**config.mk**
```make
export PLATFORM = sky130hd
export DESIGN_NAME = match_timer
export DESIGN_NICKNAME = d
export VERILOG_FILES = /design/src/rtl/mt_pkg.sv /design/src/rtl/mt_count_src.sv /design/src/rtl/mt_match_bank.sv /design/src/rtl/match_timer.sv
export SDC_FILE = /design/constraint.sdc
export NUM_CORES = 1
export LEC_CHECK = 0
export BUFFER_PORTS_ARGS = -buffer_cell sky130_fd_sc_hd__buf_2
export CAP_MARGIN = 15
export CELL_PAD_IN_SITES_DETAIL_PLACEMENT = 1
export CELL_PAD_IN_SITES_GLOBAL_PLACEMENT = 2
export CORE_UTILIZATION = 40
export DETAILED_ROUTE_END_ITERATION = 12
export PLACE_DENSITY_LB_ADDON = 0.1
export SKIP_CTS_REPAIR_TIMING = 1
export SLEW_MARGIN = 30
export SYNTH_ARGS = -nofsm -noshare
export SYNTH_HDL_FRONTEND = slang
export SYNTH_SLANG_ARGS = --single-unit
```
**constraint.sdc**
```tcl
create_clock -name clk -period 4.9 [get_ports clk]
set_clock_uncertainty 0.05 [all_clocks]
set_input_delay 0.245 -clock clk [delete_from_list [all_inputs] [get_ports clk]]
set_output_delay 0.245 -clock clk [all_outputs]
set_load 0.02 [all_outputs]
```
**src/rtl/mt_pkg.sv**
```systemverilog
`timescale 1ns/1ps
package mt_pkg;
  localparam int ADDR_W = 4;

  typedef enum logic [1:0] {
    CNT_CLK  = 2'd0,
    CNT_RISE = 2'd1,
    CNT_FALL = 2'd2,
    CNT_BOTH = 2'd3
  } cnt_mode_e;

  typedef enum logic [1:0] {
    ACT_NONE = 2'd0,
    ACT_CLR  = 2'd1,
    ACT_SET  = 2'd2,
    ACT_TGL  = 2'd3
  } out_act_e;

  localparam logic [ADDR_W-1:0] A_CTRL   = 4'd0;
  localparam logic [ADDR_W-1:0] A_MODE   = 4'd1;
  localparam logic [ADDR_W-1:0] A_PRESC  = 4'd2;
  localparam logic [ADDR_W-1:0] A_MCTL   = 4'd3;
  localparam logic [ADDR_W-1:0] A_OCTL   = 4'd4;
  localparam logic [ADDR_W-1:0] A_OSTATE = 4'd5;
  localparam logic [ADDR_W-1:0] A_PWM    = 4'd6;
  localparam logic [ADDR_W-1:0] A_FLAGS  = 4'd7;
  localparam logic [ADDR_W-1:0] A_MATCH0 = 4'd8;
  localparam logic [ADDR_W-1:0] A_COUNT  = 4'd12;
endpackage

```
**src/rtl/mt_count_src.sv**
```systemverilog
`timescale 1ns/1ps
module mt_count_src
  import mt_pkg::*;
#(
  parameter int N_IN  = 4,
  parameter int WIDTH = 32,
  localparam int SEL_W = (N_IN > 1) ? $clog2(N_IN) : 1
) (
  input  logic             clk,
  input  logic             rst_n,
  input  logic [N_IN-1:0]  pins,
  input  cnt_mode_e        mode,
  input  logic [SEL_W-1:0] sel,
  input  logic [WIDTH-1:0] prescale,
  input  logic             run,
  input  logic             clr,
  output logic             tick
);
  logic [N_IN-1:0]  sync1_q, sync2_q;
  logic             prev_q;
  logic             cur;
  logic             evt;
  logic [WIDTH-1:0] pc_q;

  assign cur = sync2_q[sel];

  always_ff @(posedge clk or negedge rst_n) begin
    if (!rst_n) begin
      sync1_q <= '0;
      sync2_q <= '0;
      prev_q  <= 1'b0;
    end else begin
      sync1_q <= pins;
      sync2_q <= sync1_q;
      prev_q  <= cur;
    end
  end

  always_comb begin
    case (mode)
      CNT_CLK:  evt = 1'b1;
      CNT_RISE: evt = cur & ~prev_q;
      CNT_FALL: evt = ~cur & prev_q;
      default:  evt = cur ^ prev_q;
    endcase
  end

  assign tick = run && evt && (pc_q >= prescale);

  always_ff @(posedge clk or negedge rst_n) begin
    if (!rst_n)          pc_q <= '0;
    else if (clr)        pc_q <= '0;
    else if (run && evt) pc_q <= tick ? '0 : pc_q + WIDTH'(1);
  end

  // a nonzero prescale never lets two count steps sit back to back
  AST_PRESC_GAP: assert property (@(posedge clk) disable iff (!rst_n)
    (tick && prescale != '0) ##1 (prescale != '0) |-> !tick);
endmodule

```
**src/rtl/mt_match_bank.sv**
```systemverilog
`timescale 1ns/1ps
module mt_match_bank
  import mt_pkg::*;
#(
  parameter int WIDTH   = 32,
  parameter int N_MATCH = 4
) (
  input  logic                            clk,
  input  logic                            rst_n,
  input  logic                            tick,
  input  logic [WIDTH-1:0]                tc,
  input  logic [N_MATCH-1:0][WIDTH-1:0]   mval,
  input  logic [N_MATCH-1:0]              rst_en,
  input  logic [N_MATCH-1:0]              stop_en,
  input  logic [N_MATCH-1:0]              int_en,
  input  logic [2*N_MATCH-1:0]            act_bits,
  input  logic [N_MATCH-1:0]              pwm_en,
  input  logic                            ost_wr,
  input  logic [N_MATCH-1:0]              ost_data,
  output logic [WIDTH-1:0]                tc_next,
  output logic [N_MATCH-1:0]              hit_int,
  output logic                            stop_req,
  output logic [N_MATCH-1:0]              match_out
);
  localparam logic [N_MATCH-1:0] PERIOD_CH = N_MATCH'(1) << (N_MATCH-1);

  logic [N_MATCH-1:0] eq, hit, rst_eff, ext_q;
  logic               reset_req;

  assign rst_eff   = rst_en | ((|pwm_en) ? PERIOD_CH : '0);
  assign reset_req = |(rst_eff & eq);
  assign tc_next   = reset_req ? '0 : tc + WIDTH'(1);
  assign hit_int   = hit & int_en;
  assign stop_req  = |(hit & stop_en);

  for (genvar i = 0; i < N_MATCH; i++) begin : g_ch
    out_act_e act;
    assign act = out_act_e'(act_bits[2*i +: 2]);
    assign eq[i]  = (tc == mval[i]);
    assign hit[i] = tick && (tc_next == mval[i]);

    always_ff @(posedge clk or negedge rst_n) begin
      if (!rst_n)       ext_q[i] <= 1'b0;
      else if (ost_wr)  ext_q[i] <= ost_data[i];
      else if (hit[i]) begin
        case (act)
          ACT_CLR: ext_q[i] <= 1'b0;
          ACT_SET: ext_q[i] <= 1'b1;
          ACT_TGL: ext_q[i] <= ~ext_q[i];
          default: ext_q[i] <= ext_q[i];
        endcase
      end
    end

    assign match_out[i] = pwm_en[i] ? (tc >= mval[i]) : ext_q[i];

    // output bit only moves on a firing or a direct load
    AST_OUT_HOLD: assert property (@(posedge clk) disable iff (!rst_n)
      (!hit[i] && !ost_wr) |=> $stable(ext_q[i]));
  end
endmodule

```
**src/rtl/match_timer.sv**
```systemverilog
`timescale 1ns/1ps
module match_timer
  import mt_pkg::*;
#(
  parameter int WIDTH   = 32,
  parameter int N_MATCH = 4,
  parameter int N_IN    = 4
) (
  input  logic               clk,
  input  logic               rst_n,
  input  logic               wr_en,
  input  logic [ADDR_W-1:0]  wr_addr,
  input  logic [WIDTH-1:0]   wr_data,
  input  logic [ADDR_W-1:0]  rd_addr,
  output logic [WIDTH-1:0]   rd_data,
  input  logic [N_IN-1:0]    cnt_pin,
  output logic [N_MATCH-1:0] match_out,
  output logic               irq
);
  localparam int SEL_W = (N_IN > 1) ? $clog2(N_IN) : 1;
  localparam int MC_W  = 3 * N_MATCH;
  localparam int OC_W  = 2 * N_MATCH;

  logic                          en_q, crst_q;
  cnt_mode_e                     mode_q;
  logic [SEL_W-1:0]              sel_q;
  logic [WIDTH-1:0]              presc_q, tc_q, tc_next;
  logic [MC_W-1:0]               mctl_q;
  logic [OC_W-1:0]               octl_q;
  logic [N_MATCH-1:0]            pwm_q, flags_q, hit_int, clr_mask;
  logic [N_MATCH-1:0]            rst_en, stop_en, int_en;
  logic [N_MATCH-1:0][WIDTH-1:0] match_q;
  logic                          tick, stop_req, run;

  function automatic logic wsel(input logic [ADDR_W-1:0] a);
    return wr_en && (wr_addr == a);
  endfunction

  assign run      = en_q & ~crst_q;
  assign clr_mask = wsel(A_FLAGS) ? wr_data[N_MATCH-1:0] : '0;
  assign irq      = |flags_q;

  for (genvar i = 0; i < N_MATCH; i++) begin : g_fields
    assign int_en[i]  = mctl_q[3*i];
    assign rst_en[i]  = mctl_q[3*i+1];
    assign stop_en[i] = mctl_q[3*i+2];

    always_ff @(posedge clk or negedge rst_n) begin
      if (!rst_n)                                     match_q[i] <= '1;
      else if (wsel(A_MATCH0 + ADDR_W'(i)))           match_q[i] <= wr_data;
    end
  end

  always_ff @(posedge clk or negedge rst_n) begin
    if (!rst_n) begin
      en_q    <= 1'b0;
      crst_q  <= 1'b0;
      mode_q  <= CNT_CLK;
      sel_q   <= '0;
      presc_q <= '0;
      mctl_q  <= '0;
      octl_q  <= '0;
      pwm_q   <= '0;
      flags_q <= '0;
    end else begin
      if (wsel(A_CTRL)) begin
        en_q   <= wr_data[0];
        crst_q <= wr_data[1];
      end
      if (stop_req) en_q <= 1'b0;
      if (wsel(A_MODE)) begin
        mode_q <= cnt_mode_e'(wr_data[1:0]);
        sel_q  <= wr_data[2 +: SEL_W];
      end
      if (wsel(A_PRESC)) presc_q <= wr_data;
      if (wsel(A_MCTL))  mctl_q  <= wr_data[MC_W-1:0];
      if (wsel(A_OCTL))  octl_q  <= wr_data[OC_W-1:0];
      if (wsel(A_PWM))   pwm_q   <= {1'b0, wr_data[N_MATCH-2:0]};
      flags_q <= (flags_q & ~clr_mask) | hit_int;
    end
  end

  always_ff @(posedge clk or negedge rst_n) begin
    if (!rst_n)      tc_q <= '0;
    else if (crst_q) tc_q <= '0;
    else if (tick)   tc_q <= tc_next;
  end

  mt_count_src #(.N_IN(N_IN), .WIDTH(WIDTH)) u_src (
    .clk(clk), .rst_n(rst_n), .pins(cnt_pin), .mode(mode_q), .sel(sel_q),
    .prescale(presc_q), .run(run), .clr(crst_q), .tick(tick)
  );

  mt_match_bank #(.WIDTH(WIDTH), .N_MATCH(N_MATCH)) u_bank (
    .clk(clk), .rst_n(rst_n), .tick(tick), .tc(tc_q), .mval(match_q),
    .rst_en(rst_en), .stop_en(stop_en), .int_en(int_en), .act_bits(octl_q),
    .pwm_en(pwm_q), .ost_wr(wsel(A_OSTATE)), .ost_data(wr_data[N_MATCH-1:0]),
    .tc_next(tc_next), .hit_int(hit_int), .stop_req(stop_req), .match_out(match_out)
  );

  always_comb begin
    rd_data = '0;
    case (rd_addr)
      A_CTRL:   rd_data = WIDTH'({crst_q, en_q});
      A_MODE:   rd_data = WIDTH'({sel_q, mode_q});
      A_PRESC:  rd_data = presc_q;
      A_MCTL:   rd_data = WIDTH'(mctl_q);
      A_OCTL:   rd_data = WIDTH'(octl_q);
      A_PWM:    rd_data = WIDTH'(pwm_q);
      A_FLAGS:  rd_data = WIDTH'(flags_q);
      A_COUNT:  rd_data = tc_q;
      default: begin
        for (int i = 0; i < N_MATCH; i++)
          if (rd_addr == A_MATCH0 + ADDR_W'(i)) rd_data = match_q[i];
      end
    endcase
  end

  AST_COUNT_ON_TICK: assert property (@(posedge clk) disable iff (!rst_n)
    (!tick && !crst_q) |=> $stable(tc_q));
  AST_FLAG_STICKY: assert property (@(posedge clk) disable iff (!rst_n)
    (|flags_q) |=> ((flags_q & $past(flags_q & ~clr_mask)) == $past(flags_q & ~clr_mask)));
  AST_STOP_CLEARS_EN: assert property (@(posedge clk) disable iff (!rst_n)
    stop_req |=> !en_q);
  AST_PWM_WRAP: assert property (@(posedge clk) disable iff (!rst_n)
    ((|pwm_q) && tick && tc_q == match_q[N_MATCH-1]) |=> (tc_q == '0));
endmodule

```
==> results.py, run 1 <==
metrics = {
    "run_status": {
        "status": "complete, but fails checks",
        "violations": "setup timing",
    },
    "pwr": {
        "switching_share_pct": 36.4,
        "p_switching_mw": 3.20,
        "peakVddDrop_mv": 0.279,
        "p_int_mw": 5.60,
        "power_frac_comb_pct": 27.1,
        "clkPwrFrac_pct": 33.7,
        "p_per_area_nw_per_um2": 370,
        "seq_power_share_pct": 39.2,
        "leakagePower_nw": 10.3,
    },
    "cells_and_area": {
        "num_antenna_cells": 0,
        "final_common_cell": "nor2_1",
        "drive_gt1_share_pct": 26.5,
        "fin_nets": 2546,
        "layout_common_cells": "173 x nor2_1, 170 x buf_4, 157 x nand2_1",
        "area_delta_synth_final_pct": 19.5,
        "stdcell_area_um2": 23800,
        "fin_cells": 3057,
    },
    "synth": {
        "synth_top_area_share_pct": 17.8,
        "netlist_instances": 2169,
        "yosys_warnings": 0,
        "yosysSeqAreaShare_pct": 34.7,
        "synth_top_area_cell": "dfrtp_1",
        "async_flop_share_pct": 100,
        "synth_ff_type": "dfrtp_1",
        "syn_area_per_cell_um2": 9.18,
        "synth_edf_count": 0,
        "synth_cell_types": 89,
        "ys_top_cells_by_area": "dfrtp_1 18%, dfstp_2 17%, ha_1 8.4%, mux2_2 7.2%, xnor2_1 4.3%",
        "syn_nets": 2350,
        "synth-seq-cells": 270,
        "syn_area_um2": 19900,
    },
    "detailed_routing": {
        "wire_per_inst_um": 32.8,
        "ant_nets": 0,
        "drtPass1Iterations": 7,
        "vias": 19600,
        "drc": 0,
        "finalWirelength_mm": 100,
        "post_drt_via_cell_ratio": 6.41,
        "drtIter0Drc": 2137,
    },
    "grt": {
        "antenna_found_initial": 4,
        "grt-ovfl-total": 0,
        "first_global_vias": 19900,
        "grt_pass1_wl_mm": 144,
        "grt_max_degree": 150,
        "grt_usage_pct": 39.7,
    },
    "setup_path": {
        "crit_type": "flip-flop to flip-flop",
        "crit_family": "simple AND/OR/NAND/NOR gates",
        "cp_slowest_stage_delay_ns": 0.76,
        "cp.arrival_ns": 5.29,
        "crit_path_start_kind": "flip-flop",
        "cpMaxStageDelayCell": "dfrtp_1",
        "endpoint_kind": "flip-flop",
        "cp_data_required_time_ns": 5.27,
        "cp_cell_sequence": "nand3_1 -> or4_1 -> nor2_1 -> xnor2_2 -> nor3_1 -> nand3_1 -> a21oi_1 -> nor4bb_1 -> buf_4 -> nand4_1 -> buf_4 -> mux2i_1 -> o21ai_0",
        "cp_max_fo": 11,
        "critPathBufInv": 2,
    },
    "timing": {
        "final.min_clock_period_ns": 4.92,
        "clock.fmax_ghz": 0.203,
        "finalSetupViolations": 1,
        "rsz0062_at_grt": "true",
        "worst_slack_ns": -0.0176,
        "timing.hold.ws_ns": 0.00273,
        "hold_viol": 0,
        "drv_slew": 0,
        "max-slew-margin-rel_pct": 31.3,
        "finalCritPeriodShare_pct": 100,
        "tightest_slew_ns": 1.03,
    },
    "clock_network": {
        "clock_sinks": 270,
        "worstSkewPairLatency_ns": 0.58,
        "clk_pin_slew_ns": 0.06,
        "cts_buffers": 36,
        "root_buffer": "clkbuf_16",
        "cts_tree": "built",
        "cts_buffer_depth": 3,
        "htreeDepth": 2,
    },
    "placed_design": {
        "place_area_um2": 22100,
        "detailed_place_hpwl_mm": 76.0,
        "dpl.cell_count": 2959,
        "pre_cts_ws_ns": -0.123,
        "io_buffers": 83,
        "place.gp.congestion": 1.01,
    },
    "job": {
        "drv_cap": 0,
    },
    "floorplan": {
        "io_pins": 84,
        "fp.dieH_um": 225,
        "dieArea_um2": 50700,
        "start_util_pct": 40.6,
        "core-area_um2": 49100,
        "die_w_um": 225,
        "fp-row-count": 81,
    },
    "min_path": {
        "hold_path.class": "input pin to flip-flop",
    },
}
synth_stat cells (all sizes together), types with 26 or more instances:
cell type,count
a21oi,91
a222oi,42
a31oi,30
buf,45
clkbuf,89
dfrtp,142
dfstp,128
ha,134
inv,145
mux2,127
mux2i,30
nand2,157
nand2b,26
nand3,42
nand4,71
nor2,180
nor2b,30
nor3,28
nor4,38
o21ai,128
xnor2,99
xor2,36
power groups by stage:
stage / Clock (mW) / Sequential, mW / Combinational [mW]
2_1_floorplan: 0 / 3.14 / 1.31
3_3_place_gp: 0 / 3.43 / 2.25
3_5_place_dp: 0 / 3.45 / 2.30
4_1_cts: 3.01 / 3.42 / 2.32
5_1_grt: 3.08 / 3.48 / 2.53
6_report: 2.97 / 3.45 / 2.39
layer usage:
layer	share of wire [%]	track usage, %	wire (um)	vias to the layer above
met1	43	53.8	43500	10200
met2	44	61.1	44300	837
li1	-	-	-	8383
met4	5.7	21.3	5750	2
met5	0.013	0	13	-
met3	6.6	5.49	6570	214
state kept, by name, summed over array words and instances, names as in the netlist:
register       cells
sel_q              2
flags_q            4
pwm_q              3
u_src.sync1_q      4
octl_q             8
match_q          128
u_src.prev_q       1
en_q               1
tc_q              32
u_bank.ext_q       4
mctl_q            12
u_src.sync2_q      4
mode_q             2
u_src.pc_q        32
presc_q           32
crst_q             1
cells by family (layout without fill, tap and decap cells):
| logic type | after synthesis | in the layout | share of synthesized area, % |
|---|---|---|---|
| AO/OA/AOI/OAI | 505 | 505 | 17.4 |
| XOR/XNOR | 142 | 142 | 6.77 |
| adder cells (fa/ha/maj) | 134 | 134 | 8.42 |
| buffers and inverters | 279 | 503 | 5.75 |
| flip-flops | 270 | 270 | 34.7 |
| multiplexers | 160 | 160 | 9.03 |
| AND/OR/NAND/NOR | 679 | 679 | 17.9 |
stage by stage:
step	utilization, %	power (mW)	setup TNS (ns)
finish	48.5	8.81	-0.0176
global route	48.5	9.09	-0.0741
CTS	47.6	8.75	-0.410
detailed placement	45.0	5.75	-0.279
global placement	44.9	5.69	-0.161
floorplan	-	4.45	0
layout make-up:
class                   count  area, um^2
inverters                 145         544
clock buffers              47         992
fillers                  5663       25300
clock inverters            19         305
multi-input cells        1620       12000
flip-flops and latches    270        6920
repair buffers            292        2170
well taps                 664         831
path summary, 6_finish.rpt:
check	slack (ns)	cells past startpoint	startpoint	endpoint
worst min register to register	0.30	0	u_src.sync1_q[1]	u_src.sync2_q[1]
max in group asynchronous	3.47	3	rst_n	u_src.pc_q[24]
worst min-delay path	0.003	3	wr_data[2]	match_q[34]
worst max register to register	-0.02	13	tc_q[4]	u_bank.ext_q[2]
min in group asynchronous	0.08	2	rst_n	tc_q[3]
worst max-delay path	-0.02	13	tc_q[4]	u_bank.ext_q[2]
worst min-delay path: cells and delay by family:
kind | cells | cell delay (ns)
AO/OA/AOI/OAI | 1 | 0.07
buffers and inverters | 1 | 0.20
AND/OR/NAND/NOR | 1 | 0.09
Note: power is estimated with default switching activity, not from simulation.
==> inputs of run 2 (changes only) <==
HOLD_SLACK_MARGIN = 0.12   (was not set)
==> results.py, run 2 (same netlist as run 1, synthesis figures left out) <==
metrics = {
    "setup_path": {
        "cpMaxStageDelayCell": "dfrtp_1",
        "crit_top_cell": "nand4_1",
        "crit_path_start_kind": "flip-flop",
        "cp.arrival_ns": 5.26,
        "crit_type": "flip-flop to flip-flop",
        "cp_cell_sequence": "nand4_2 -> nor4_1 -> xor2_1 -> inv_1 -> or4_1 -> a2bb2oi_1 -> nand4_1 -> nor4bb_1 -> nand4_1 -> buf_4 -> mux2i_1 -> o21ai_0",
        "cp_data_required_time_ns": 5.26,
        "cp_max_fo": 11,
        "endpoint_kind": "flip-flop",
        "cp_slowest_stage_delay_ns": 0.73,
        "r2r_slack_ns": -0.003,
    },
    "detailed_routing": {
        "finalWirelength_mm": 100,
        "ant_nets": 0,
        "drtIter0Drc": 2117,
        "drtPass1Iterations": 8,
        "post_drt_via_cell_ratio": 6.38,
        "topRoutingLayerUsed": "met5",
        "drc": 0,
        "vias": 19500,
        "wl_met2_mm": 44.4,
        "wl_met1_mm": 43.5,
        "met3_length_mm": 6.80,
        "wire_per_inst_um": 32.7,
    },
    "floorplan": {
        "die_w_um": 225,
        "fp.dieH_um": 225,
        "io_pins": 84,
        "fp-row-count": 81,
        "start_util_pct": 40.6,
        "dieArea_um2": 50700,
        "core-area_um2": 49100,
    },
    "grt": {
        "first_global_vias": 19900,
        "grt_max_degree": 150,
        "antenna_found_initial": 4,
        "grt-ovfl-total": 0,
        "grt_pass1_wl_mm": 144,
        "grt_usage_pct": 39.7,
    },
    "cells_and_area": {
        "regMostFlops": "match_q",
        "layout_common_cells": "173 x nor2_1, 170 x buf_4, 157 x nand2_1",
        "largest_reg_flops": 128,
        "final_common_cell": "nor2_1",
        "fin_nets": 2552,
        "area_delta_synth_final_pct": 19.8,
        "num_antenna_cells": 0,
        "stdcell_area_um2": 23900,
        "drive_gt1_share_pct": 26.4,
    },
    "clock_network": {
        "cts_tree": "built",
        "htreeDepth": 2,
        "clock_sinks": 270,
        "worstSkewPairLatency_ns": 0.57,
        "cts_buffer_depth": 3,
        "clk_pin_slew_ns": 0.06,
        "root_buffer": "clkbuf_16",
        "cts_buffers": 36,
    },
    "placed_design": {
        "io_buffers": 83,
        "detailed_place_hpwl_mm": 76.0,
        "place_area_um2": 22100,
        "place.gp.congestion": 1.01,
    },
    "timing": {
        "hold_viol": 0,
        "rsz0062_at_grt": "true",
        "clock.fmax_ghz": 0.204,
        "finalSetupViolations": 1,
        "drv_slew": 0,
        "worst_slack_ns": -0.00295,
        "final.min_clock_period_ns": 4.90,
        "tightest_slew_ns": 1.08,
        "finalCritPeriodShare_pct": 100,
        "max-slew-margin-rel_pct": 28.2,
    },
    "pwr": {
        "peakVddDrop_mv": 0.278,
        "leakagePower_nw": 10.3,
        "p_per_area_nw_per_um2": 369,
        "finalPower_mw": 8.81,
    },
    "job": {
        "drv_cap": 0,
    },
    "run_status": {
        "violations": "setup timing",
        "status": "complete, but fails checks",
    },
    "min_path": {
        "hold_path.class": "input pin to flip-flop",
    },
}
run 2: area by class of cell:
type / count / area [um^2]
clock inverters: 19 / 305
well taps: 664 / 831
fillers: 5657 / 25200
repair buffers: 298 / 2230
multi-input cells: 1620 / 12000
inverters: 145 / 544
flip-flops and latches: 270 / 6920
clock buffers: 47 / 992
run 2: critical path, delay by kind of cell (launching register included):
family,cells,cell delay (ns)
AOI/OAI and AO/OA,2,0.43
DFF,1,0.73
and+or+nand+nor,6,2.28
muxes,1,0.12
xor gates and xnor gates,1,0.71
buffers and inverters,2,0.40
run 2: path summary, 6_finish.rpt:
| kind | from | to | depth (start not counted) |
|---|---|---|---|
| setup reg to reg | tc_q[4] | u_bank.ext_q[2] | 12 |
| hold reg to reg | u_src.sync1_q[1] | u_src.sync2_q[1] | 0 |
| setup / recovery | tc_q[4] | u_bank.ext_q[2] | 12 |
| min in group asynchronous | rst_n | match_q[68] | 2 |
| max in group asynchronous | rst_n | u_src.pc_q[29] | 3 |
| hold / removal | wr_addr[2] | crst_q | 4 |
run 2: per-layer routing:
| layer | up-vias | global-route usage, % |
|---|---|---|
| li1 | 8403 | - |
| met5 | - | 0 |
| met3 | 199 | 5.49 |
| met1 | 10100 | 53.8 |
| met2 | 833 | 61.1 |
| met4 | 2 | 21.3 |
run 2: through the flow:
step	hold WS [ns]	TNS, ns	setup slack [ns]	util (%)	cells
after floorplan	-0.101	0	1.04	-	2169
after global placement	0.0589	-0.161	-0.0976	44.9	2958
after detailed placement	0.0575	-0.279	-0.123	45.0	2959
after CTS	-0.540	-0.410	-0.141	47.6	3025
after global routing	0.171	-0.0751	-0.0366	48.6	3063
final	0.162	-0.00295	-0.00295	48.6	3063
run 2: power by group:
part	switching [mW]	internal, mW	leakage [nW]
clock network	1.15	1.81	0.634
logic	1.42	0.973	6.48
registers	0.633	2.82	3.18
total	3.21	5.60	10.3
